[config.mk]
export PLATFORM = sky130hd
export DESIGN_NAME = wp_ack_arbiter
export DESIGN_NICKNAME = d
export VERILOG_FILES = /design/src/rtl/wpa_pkg.sv /design/src/rtl/wpa_datapath.sv /design/src/rtl/wpa_control.sv /design/src/rtl/wp_ack_arbiter.sv
export SDC_FILE = /design/constraint.sdc
export NUM_CORES = 1
export LEC_CHECK = 0
export BUFFER_PORTS_ARGS = -buffer_cell sky130_fd_sc_hd__buf_2
export CORE_UTILIZATION = 43
export DETAILED_ROUTE_END_ITERATION = 6
export MAX_ROUTING_LAYER = met4
export PLACE_DENSITY = 0.85
export REMOVE_ABC_BUFFERS = 1
export SLEW_MARGIN = 20
export SYNTH_ARGS = -nofsm -noshare
export SYNTH_HDL_FRONTEND = slang
export SYNTH_SLANG_ARGS = --single-unit
[constraint.sdc]
create_clock -name clk -period 2.1 [get_ports clk]
set_clock_uncertainty 0.2 [all_clocks]
set_input_delay 0.105 -clock clk [delete_from_list [all_inputs] [get_ports clk]]
set_output_delay 0.105 -clock clk [all_outputs]
set_load 0.01 [all_outputs]
[src/rtl/wpa_pkg.sv]
package wpa_pkg;

  // Decoded command; the two low bits of a protect kind double as its commit code.
  typedef enum logic [2:0] {
    K_NONE = 3'd0,
    K_SET  = 3'd1,
    K_CLR  = 3'd2,
    K_PERM = 3'd3,
    K_MEM  = 3'd4
  } cmdKind_e;

  typedef enum logic [1:0] {
    PH_IDLE,
    PH_ADDR,
    PH_DATA,
    PH_DEAD
  } phase_e;

  // Strobes from control to the datapath.
  typedef struct packed {
    logic latchKind;
    logic latchAddr;
    logic commitProt;
  } dpStrobe_t;

endpackage

[src/rtl/wpa_datapath.sv]
module wpa_datapath
  import wpa_pkg::*;
#(
  parameter int          ADDR_W    = 8,
  parameter logic [3:0]  MEM_CODE  = 4'b1010,
  parameter logic [3:0]  PROT_CODE = 4'b0110,
  parameter logic [2:0]  SET_SEL   = 3'b001,
  parameter logic [2:0]  CLR_SEL   = 3'b011
) (
  input  logic              clk,
  input  logic              rstN,
  input  dpStrobe_t         strobe,
  input  logic [7:0]        cmdByte,
  input  logic              hvOnA0,
  input  logic [2:0]        strapAddr,
  input  logic [ADDR_W-1:0] addrByte,
  input  logic              wpLevel,
  output cmdKind_e          kindNow,
  output cmdKind_e          kindQ,
  output logic              cmdAllowed,
  output logic              dataAllowed
);

  localparam logic [ADDR_W-1:0] HALF = ADDR_W'(1) << (ADDR_W - 1);

  logic [3:0] devCode;
  logic [2:0] selBits;
  logic       lowQ;
  logic       softQ;
  logic       permQ;

  assign devCode = cmdByte[7:4];
  assign selBits = cmdByte[3:1];

  // Command decode; the high-voltage selects win over the strap match.
  always_comb begin
    kindNow = K_NONE;
    if (devCode == MEM_CODE && selBits == strapAddr) begin
      kindNow = K_MEM;
    end else if (devCode == PROT_CODE) begin
      if (hvOnA0 && selBits == SET_SEL)      kindNow = K_SET;
      else if (hvOnA0 && selBits == CLR_SEL) kindNow = K_CLR;
      else if (selBits == strapAddr)         kindNow = K_PERM;
    end
  end

  always_comb begin
    unique case (kindNow)
      K_MEM:         cmdAllowed = 1'b1;
      K_SET:         cmdAllowed = !softQ && !permQ;
      K_CLR, K_PERM: cmdAllowed = !permQ;
      default:       cmdAllowed = 1'b0;
    endcase
  end

  assign dataAllowed = !wpLevel && !(kindQ == K_MEM && lowQ && (softQ || permQ));

  always_ff @(posedge clk or negedge rstN) begin
    if (!rstN) begin
      kindQ <= K_NONE;
      lowQ  <= 1'b0;
    end else begin
      if (strobe.latchKind) kindQ <= kindNow;
      if (strobe.latchAddr) lowQ  <= (addrByte < HALF);
    end
  end

  // Protection cells, changed only by a completed protect cycle.
  always_ff @(posedge clk or negedge rstN) begin
    if (!rstN) begin
      softQ <= 1'b0;
      permQ <= 1'b0;
    end else if (strobe.commitProt) begin
      unique case (kindQ)
        K_SET:   softQ <= 1'b1;
        K_CLR:   softQ <= 1'b0;
        K_PERM:  permQ <= 1'b1;
        default: ;
      endcase
    end
  end

endmodule

[src/rtl/wpa_control.sv]
module wpa_control
  import wpa_pkg::*;
(
  input  logic      clk,
  input  logic      rstN,
  input  logic      startSeen,
  input  logic      stopSeen,
  input  logic      cmdValid,
  input  logic      rwBit,
  input  logic      addrValid,
  input  logic      dataValid,
  input  logic      wpLevel,
  input  logic      progDone,
  input  cmdKind_e  kindNow,
  input  cmdKind_e  kindQ,
  input  logic      cmdAllowed,
  input  logic      dataAllowed,
  output dpStrobe_t strobe,
  output logic      cmdAck,
  output logic      addrAck,
  output logic      dataAck,
  output logic      progStart,
  output logic      progBusy,
  output logic      memCommit,
  output logic      protCommit
);

  phase_e phaseQ;
  logic   armedQ;
  logic   busyQ;
  logic   commitOk;

  assign cmdAck     = cmdValid && !busyQ && kindNow != K_NONE && cmdAllowed;
  assign addrAck    = addrValid && !busyQ && phaseQ == PH_ADDR;
  assign dataAck    = dataValid && !busyQ && phaseQ == PH_DATA && dataAllowed;
  assign progStart  = stopSeen && !busyQ && armedQ;
  assign progBusy   = busyQ;
  assign commitOk   = busyQ && progDone && !wpLevel;
  assign memCommit  = commitOk && kindQ == K_MEM;
  assign protCommit = commitOk && kindQ != K_MEM;

  assign strobe.latchKind  = cmdAck && !rwBit;
  assign strobe.latchAddr  = addrAck;
  assign strobe.commitProt = protCommit;

  always_ff @(posedge clk or negedge rstN) begin
    if (!rstN) begin
      phaseQ <= PH_IDLE;
      armedQ <= 1'b0;
      busyQ  <= 1'b0;
    end else if (busyQ) begin
      if (wpLevel || progDone) busyQ <= 1'b0;
    end else if (stopSeen) begin
      busyQ  <= armedQ;
      armedQ <= 1'b0;
      phaseQ <= PH_IDLE;
    end else if (startSeen) begin
      armedQ <= 1'b0;
      phaseQ <= PH_IDLE;
    end else if (cmdValid) begin
      armedQ <= 1'b0;
      phaseQ <= (cmdAck && !rwBit) ? PH_ADDR : PH_IDLE;
    end else if (addrValid) begin
      if (phaseQ == PH_ADDR) phaseQ <= PH_DATA;
    end else if (dataValid && phaseQ == PH_DATA) begin
      armedQ <= dataAllowed;
      if (!dataAllowed) phaseQ <= PH_DEAD;
    end
  end

endmodule

[src/rtl/wp_ack_arbiter.sv]
module wp_ack_arbiter
  import wpa_pkg::*;
#(
  parameter int         ADDR_W    = 8,
  parameter logic [3:0] MEM_CODE  = 4'b1010,
  parameter logic [3:0] PROT_CODE = 4'b0110,
  parameter logic [2:0] SET_SEL   = 3'b001,
  parameter logic [2:0] CLR_SEL   = 3'b011
) (
  input  logic              clk,
  input  logic              rstN,
  input  logic              startSeen,
  input  logic              stopSeen,
  input  logic              cmdValid,
  input  logic [7:0]        cmdByte,
  input  logic              hvOnA0,
  input  logic [2:0]        strapAddr,
  input  logic              addrValid,
  input  logic [ADDR_W-1:0] addrByte,
  input  logic              dataValid,
  input  logic              wpLevel,
  input  logic              progDone,
  output logic              cmdAck,
  output logic              addrAck,
  output logic              dataAck,
  output logic              progStart,
  output logic              progBusy,
  output logic              memCommit,
  output logic              protCommit,
  output logic [1:0]        protOp
);

  dpStrobe_t strobe;
  cmdKind_e  kindNow;
  cmdKind_e  kindQ;
  logic      cmdAllowed;
  logic      dataAllowed;

  wpa_datapath #(
    .ADDR_W(ADDR_W), .MEM_CODE(MEM_CODE), .PROT_CODE(PROT_CODE),
    .SET_SEL(SET_SEL), .CLR_SEL(CLR_SEL)
  ) u_dp (
    .clk(clk), .rstN(rstN), .strobe(strobe), .cmdByte(cmdByte),
    .hvOnA0(hvOnA0), .strapAddr(strapAddr), .addrByte(addrByte),
    .wpLevel(wpLevel), .kindNow(kindNow), .kindQ(kindQ),
    .cmdAllowed(cmdAllowed), .dataAllowed(dataAllowed)
  );

  wpa_control u_ctl (
    .clk(clk), .rstN(rstN), .startSeen(startSeen), .stopSeen(stopSeen),
    .cmdValid(cmdValid), .rwBit(cmdByte[0]), .addrValid(addrValid),
    .dataValid(dataValid), .wpLevel(wpLevel), .progDone(progDone),
    .kindNow(kindNow), .kindQ(kindQ), .cmdAllowed(cmdAllowed),
    .dataAllowed(dataAllowed), .strobe(strobe), .cmdAck(cmdAck),
    .addrAck(addrAck), .dataAck(dataAck), .progStart(progStart),
    .progBusy(progBusy), .memCommit(memCommit), .protCommit(protCommit)
  );

  assign protOp = protCommit ? kindQ[1:0] : 2'd0;

endmodule

Word level (Yosys, flattened, before mapping)
Index checks and enable logic that the tools add are counted.
Storage, ports and cells
  word-level logic and storage cells: 92
  register bits after elaboration: 10
  output and inout port bits: 9
  input bits: 29
Operators by class
  muxes and demuxes: 24
  eq/ne operators: 19
  reduce and logical (&&, ||, !) cells: 40
  bitwise logic cells: 1
  order comparisons: 1
Operators by type and width (count)
  1-bit logical AND: 23
  2-bit two-way mux: 9
  3-bit by 2-bit equality test with 1-bit output (second input constant): 5
  3-bit two-way mux: 4
  3-bit by 1-bit equality test with 1-bit output (second input constant): 3
  1-bit two-way mux: 9
  8-bit less-than comparator (second input constant): 1
  3-bit equality test (second input constant): 2
  1-bit zero test: 6
  5-bit by 4-bit != test with 1-bit output (second input constant): 1
  5-bit != test (second input constant): 1
  5-bit nonzero test: 1
  4-bit by 3-bit equality test with 1-bit output (second input constant): 1
  4-bit equality test (second input constant): 1
  4-bit != test (second input constant): 1
  2-bit AND reduction: 2
  4-bit AND reduction: 1
  4-bit nonzero test: 1
  3-bit equality test: 1
  3-bit != test (second input constant): 1
  1-bit one-hot mux with 3 select lines: 1
  3-bit AND reduction: 1
  3-bit nonzero test: 1
  2-bit by 1-bit equality test with 1-bit output (second input constant): 1
  other kinds (6): 7

Depth between registers and ports, before layout
  depth after elaboration: 15
  depth in mapped cells: 5
  gate-level depth less buffers: 5

Cells and area by module
A second synthesis with hierarchy kept.
Unflattened totals
  cell total of the unflattened synthesis: 80
  area, all modules: 739.5 um^2
Modules (own cells, without submodules)
  wpa_datapath: seq. area each 150.1 um^2, area each 411.6 um^2, cells an instance 40, instances 1
  wpa_control: seq. area each 100.1 um^2, area each 315.3 um^2, cells an instance 38, instances 1
  wp_ack_arbiter: seq. area each 0.0 um^2, area each 12.5 um^2, cells an instance 2, instances 1

Worst setup path before layout
Ideal clock, no wire load.
  path type: reg2reg
  start: reg u_dp.kindQ[1]
  end: reg u_ctl.phaseQ[0]
  clock period less this slack: 1.848 ns
  setup time: 0.124 ns
  data arrival time: 1.524 ns
  path slack: 0.252 ns
  cell stages (with the launch flop): 6
  buffers on the path: 0
  required time: 1.776 ns
  cell sequence: dfrtp_1 or3b_2 o21bai_2 a21oi_1 mux2_2 o31a_1
Between the ends
  word-level cells in the longest chain between the ends: 7
Ends and longest elaborated chain
  start, declared: RTL line wpa_datapath.sv:19  | output cmdKind_e kindQ,
  start signal, assigned: RTL line wpa_datapath.sv:63  | if (strobe.latchKind) kindQ <= kindNow;
  3-bit equality test: RTL line wpa_datapath.sv:56  | assign dataAllowed = !wpLevel && !(kindQ == K_MEM && lowQ && (softQ || permQ));
  1-bit logical AND (2 in a row): RTL line wpa_datapath.sv:56
  1-bit zero test: RTL line wpa_datapath.sv:56
  1-bit logical AND: RTL line wpa_datapath.sv:56
  5-bit != test (no line)
  4-bit AND reduction (no line)
  end signal, assigned: RTL line wpa_control.sv:62  | phaseQ <= (cmdAck && !rwBit) ? PH_ADDR : PH_IDLE;
  end, declared: RTL line wpa_control.sv:28  | phase_e phaseQ;
No other way between the ends.
A chain may end at the register's enable or synchronous reset.

Final worst setup path
Same ends and word-level chain as after synthesis.

==> reports/qor.txt <==
Status -> finished, final reports clean
Crit path time final -> 2000 ps
Worst path slowest cell -> or3b_2
Crit path max-delay family -> simple AND/OR/NAND/NOR gates
Hold Violations, Final -> 0
Post-CTS setup repair buffer count -> 0
Flops & latches, synth -> 10
DP HPWL -> 1.26 mm
Hold WS -> 16.1 ps
RR Endpoint -> u_ctl.phaseQ[0]$_DFFE_PN0P_
Data arrival, critical path -> 1950 ps
CP Max Fanout -> 5
Worst-case reg-to-reg path depth -> 5
Full die area -> 0.00178 mm2
Diodes inserted -> 0
Drt total wl -> 1.59 mm
Hold WC Path Type -> input pin to async pin
Layout cells sized above 1 -> 38.9%
Critical Path Sink Type -> flip-flop
I/O Buffers -> 30
Mapped cell area -> 696 um2
Post-Place Cells -> 117
Crit share post-route -> 95.0%
Ys flop type -> dfrtp_1
Initial Util -> 46.2%
WL per Instance -> 12.3 um
Fmax -> 501 MHz
Drc violations -> 0
# IOs -> 38
Critical Path Max Stage Delay -> 530 ps
Die Wd -> 42.2 um
Power Dens Cells -> 471 mW/mm2
Clk sink count -> 10
Number of global-route vias before repair -> 647
Sw frac -> 24.1%
Critical path launch point type -> flip-flop
Gpl congestion -> 0.787
Clock Pin Slew Worst Setup and Hold Paths -> 60 ps
Final worst slack -> 105 ps
Vias/cell -> 5.41
CTS max path bufs -> 2
Logic gate share of total power -> 17.7%
First-pass DRT Iterations -> 4
Worst EP required -> 2060 ps
Total grt overflow -> 0
Placement Rows -> 14
Slew @ Worst Pin -> 435 ps
Int Pwr -> 0.350 mW
Fin. max-slew vios -> 0
Synthesized area per cell -> 9.66 um2
Die H -> 42.2 um
Core Region -> 0.00151 mm2
Filler-free cell count of the finished design -> 129
Via count -> 698
Overall routing resource usage -> 20.7%
RSZ-0062 raised after global routing -> false
Setup Viol. Count Final -> 0
Yosys warnings -> 0
Cell Chain, Critical Path -> or3b_2 > o21bai_2 > a21oi_1 > mux2_2 > o31a_1
Clock root cell -> clkbuf_4
Reg2reg setup slack -> 100 ps
Setup CP Type -> flip-flop to flip-flop
Final ANT Viol Nets -> 0
H-tree levels -> 1
First DRT Iteration DRCs -> 9
CTS tree -> done
Global-route wire length before repair -> 2.63 mm
Largest net degree at the start of global routing -> 15
Area growth syn-to-layout -> 40.6%
Post-synthesis cell type count -> 27
Sequential power share -> 44.7%
Worst r2r src -> u_dp.kindQ[1]$_DFFE_PN0P_
Clock Power Share -> 37.6%
Clk_lat worst skew -> 270 ps
Max-cap violations -> 0
Nets -> 143
WP buf/inv -> 0
Pleak -> 0.482 nW
Initial antenna violation count -> 0
Mapped Cells -> 72
Setup Total Neg Slack -> 0 ps
Slew headroom -> 71.0%
Levels on crit path -> 5
CTS buffer count -> 3
Net switching power -> 0.111 mW
Max VDD drop -> 0.314 mV
FFs w/ async S/R, synth -> 100%
EDFF count, synth -> 0
Post-synthesis sequential area ratio -> 36.0%
Dpl ws -> 122 ps
## worst reg2reg max path, stage by stage, from the launching register on
cell and delay (ps):
dfrtp_1 420, or3b_2 530, o21bai_2 210, a21oi_1 140, mux2_2 290, o31a_1 100
## layer usage
| metal | vias up | routed length [um] | global-route usage (%) |
|---|---|---|---|
| met5 | - | 0 | - |
| met4 | 0 | 44 | 13.1 |
| met3 | 5 | 58 | 6.47 |
| met2 | 16 | 844 | 35.4 |
| met1 | 326 | 638 | 20.1 |
| li1 | 351 | - | - |
## metrics by stage
stage / utilization [%] / cell area [um2] / total power, mW
detailed placement: 57.2 / 862 / 0.282
CTS: 65.0 / 978 / 0.465
global route: 65.0 / 978 / 0.484
global placement: 57.2 / 862 / 0.279
finish: 65.0 / 978 / 0.461
floorplan: - / 692 / 0.244
## placed cells by master (no fill, tap or decap), drive strengths merged, types with 4 or more instances in the layout
cell | synthesis | routed
buf | 0 | 30
dfrtp | 10 | 10
nor2 | 8 | 8
dlygate4sd3 | 0 | 8
a21oi | 6 | 6
nand2 | 5 | 5
mux2 | 5 | 5
nor3 | 4 | 4
nand3b | 4 | 4
clkbuf | 1 | 4
## layout make-up
type	count	area (um2)
clock buffers	4	36.3
fillers	125	528
inverters	1	3.75
multi-input cells	60	438
flip-flops and latches	10	250
well taps	16	20.0
repair buffers	38	230
## state kept, by name, indices dropped and copies added (netlist names)
signal,count
u_dp.softQ,1
u_ctl.armedQ,1
u_ctl.progBusy,1
u_dp.lowQ,1
u_ctl.phaseQ,2
u_dp.kindQ,3
u_dp.permQ,1
## synthesized netlist by cell type (2+ instances only)
library cell | n | area share (%)
a21oi_1 | 6 | 4.3
and2_1 | 3 | 2.7
and3b_1 | 2 | 2.5
dfrtp_1 | 10 | 36
mux2_2 | 5 | 8.1
nand2_1 | 5 | 2.7
nand3b_1 | 4 | 4.3
nor2_1 | 8 | 4.3
nor2b_1 | 2 | 1.8
nor3_1 | 4 | 2.9
o21ai_0 | 3 | 2.2
o31ai_1 | 3 | 3.2
xor2_1 | 3 | 3.8
## logic make-up after synthesis
logic type | Yosys count | share of synthesized area, %
AOI/OAI and AO/OA | 17 | 16.7
buffers and inverters | 2 | 1.08
and+or+nand+nor | 35 | 34.4
DFF | 10 | 36.0
muxes | 5 | 8.09
xor gates and xnor gates | 3 | 3.78
## worst max-delay path by stage
stage | start | end | slack, ps
after floorplan | u_dp.kindQ[1]$_DFFE_PN0P_ | u_ctl.phaseQ[0]$_DFFE_PN0P_ | 250
after global placement | u_dp.softQ$_DFFE_PN0P_ | u_dp.kindQ[1]$_DFFE_PN0P_ | 150
after detailed placement | u_dp.kindQ[1]$_DFFE_PN0P_ | u_ctl.phaseQ[0]$_DFFE_PN0P_ | 120
after CTS | u_dp.kindQ[1]$_DFFE_PN0P_ | u_ctl.phaseQ[0]$_DFFE_PN0P_ | 110
after global routing | u_dp.softQ$_DFFE_PN0P_ | u_dp.kindQ[2]$_DFFE_PN0P_ | 20
final | u_dp.kindQ[1]$_DFFE_PN0P_ | u_ctl.phaseQ[0]$_DFFE_PN0P_ | 100
## power by group through the flow
| stage | combinational [mW] | sequential, mW | clock, mW |
|---|---|---|---|
| after floorplan | 0.0367 | 0.207 | 0 |
| after global placement | 0.0701 | 0.208 | 0 |
| after detailed placement | 0.0722 | 0.209 | 0 |
| after CTS | 0.0820 | 0.206 | 0.177 |
| after global routing | 0.0924 | 0.207 | 0.185 |
| final | 0.0817 | 0.206 | 0.173 |
## repair_timing
action | 4_1_cts | 5_1_grt
endpoints found under the hold margin | 13 | 0
resized for setup | 0 | 0
hold buffers | 8 | 0
setup endpoints to repair | 0 | 0
Power figures use the tool's default switching activity.
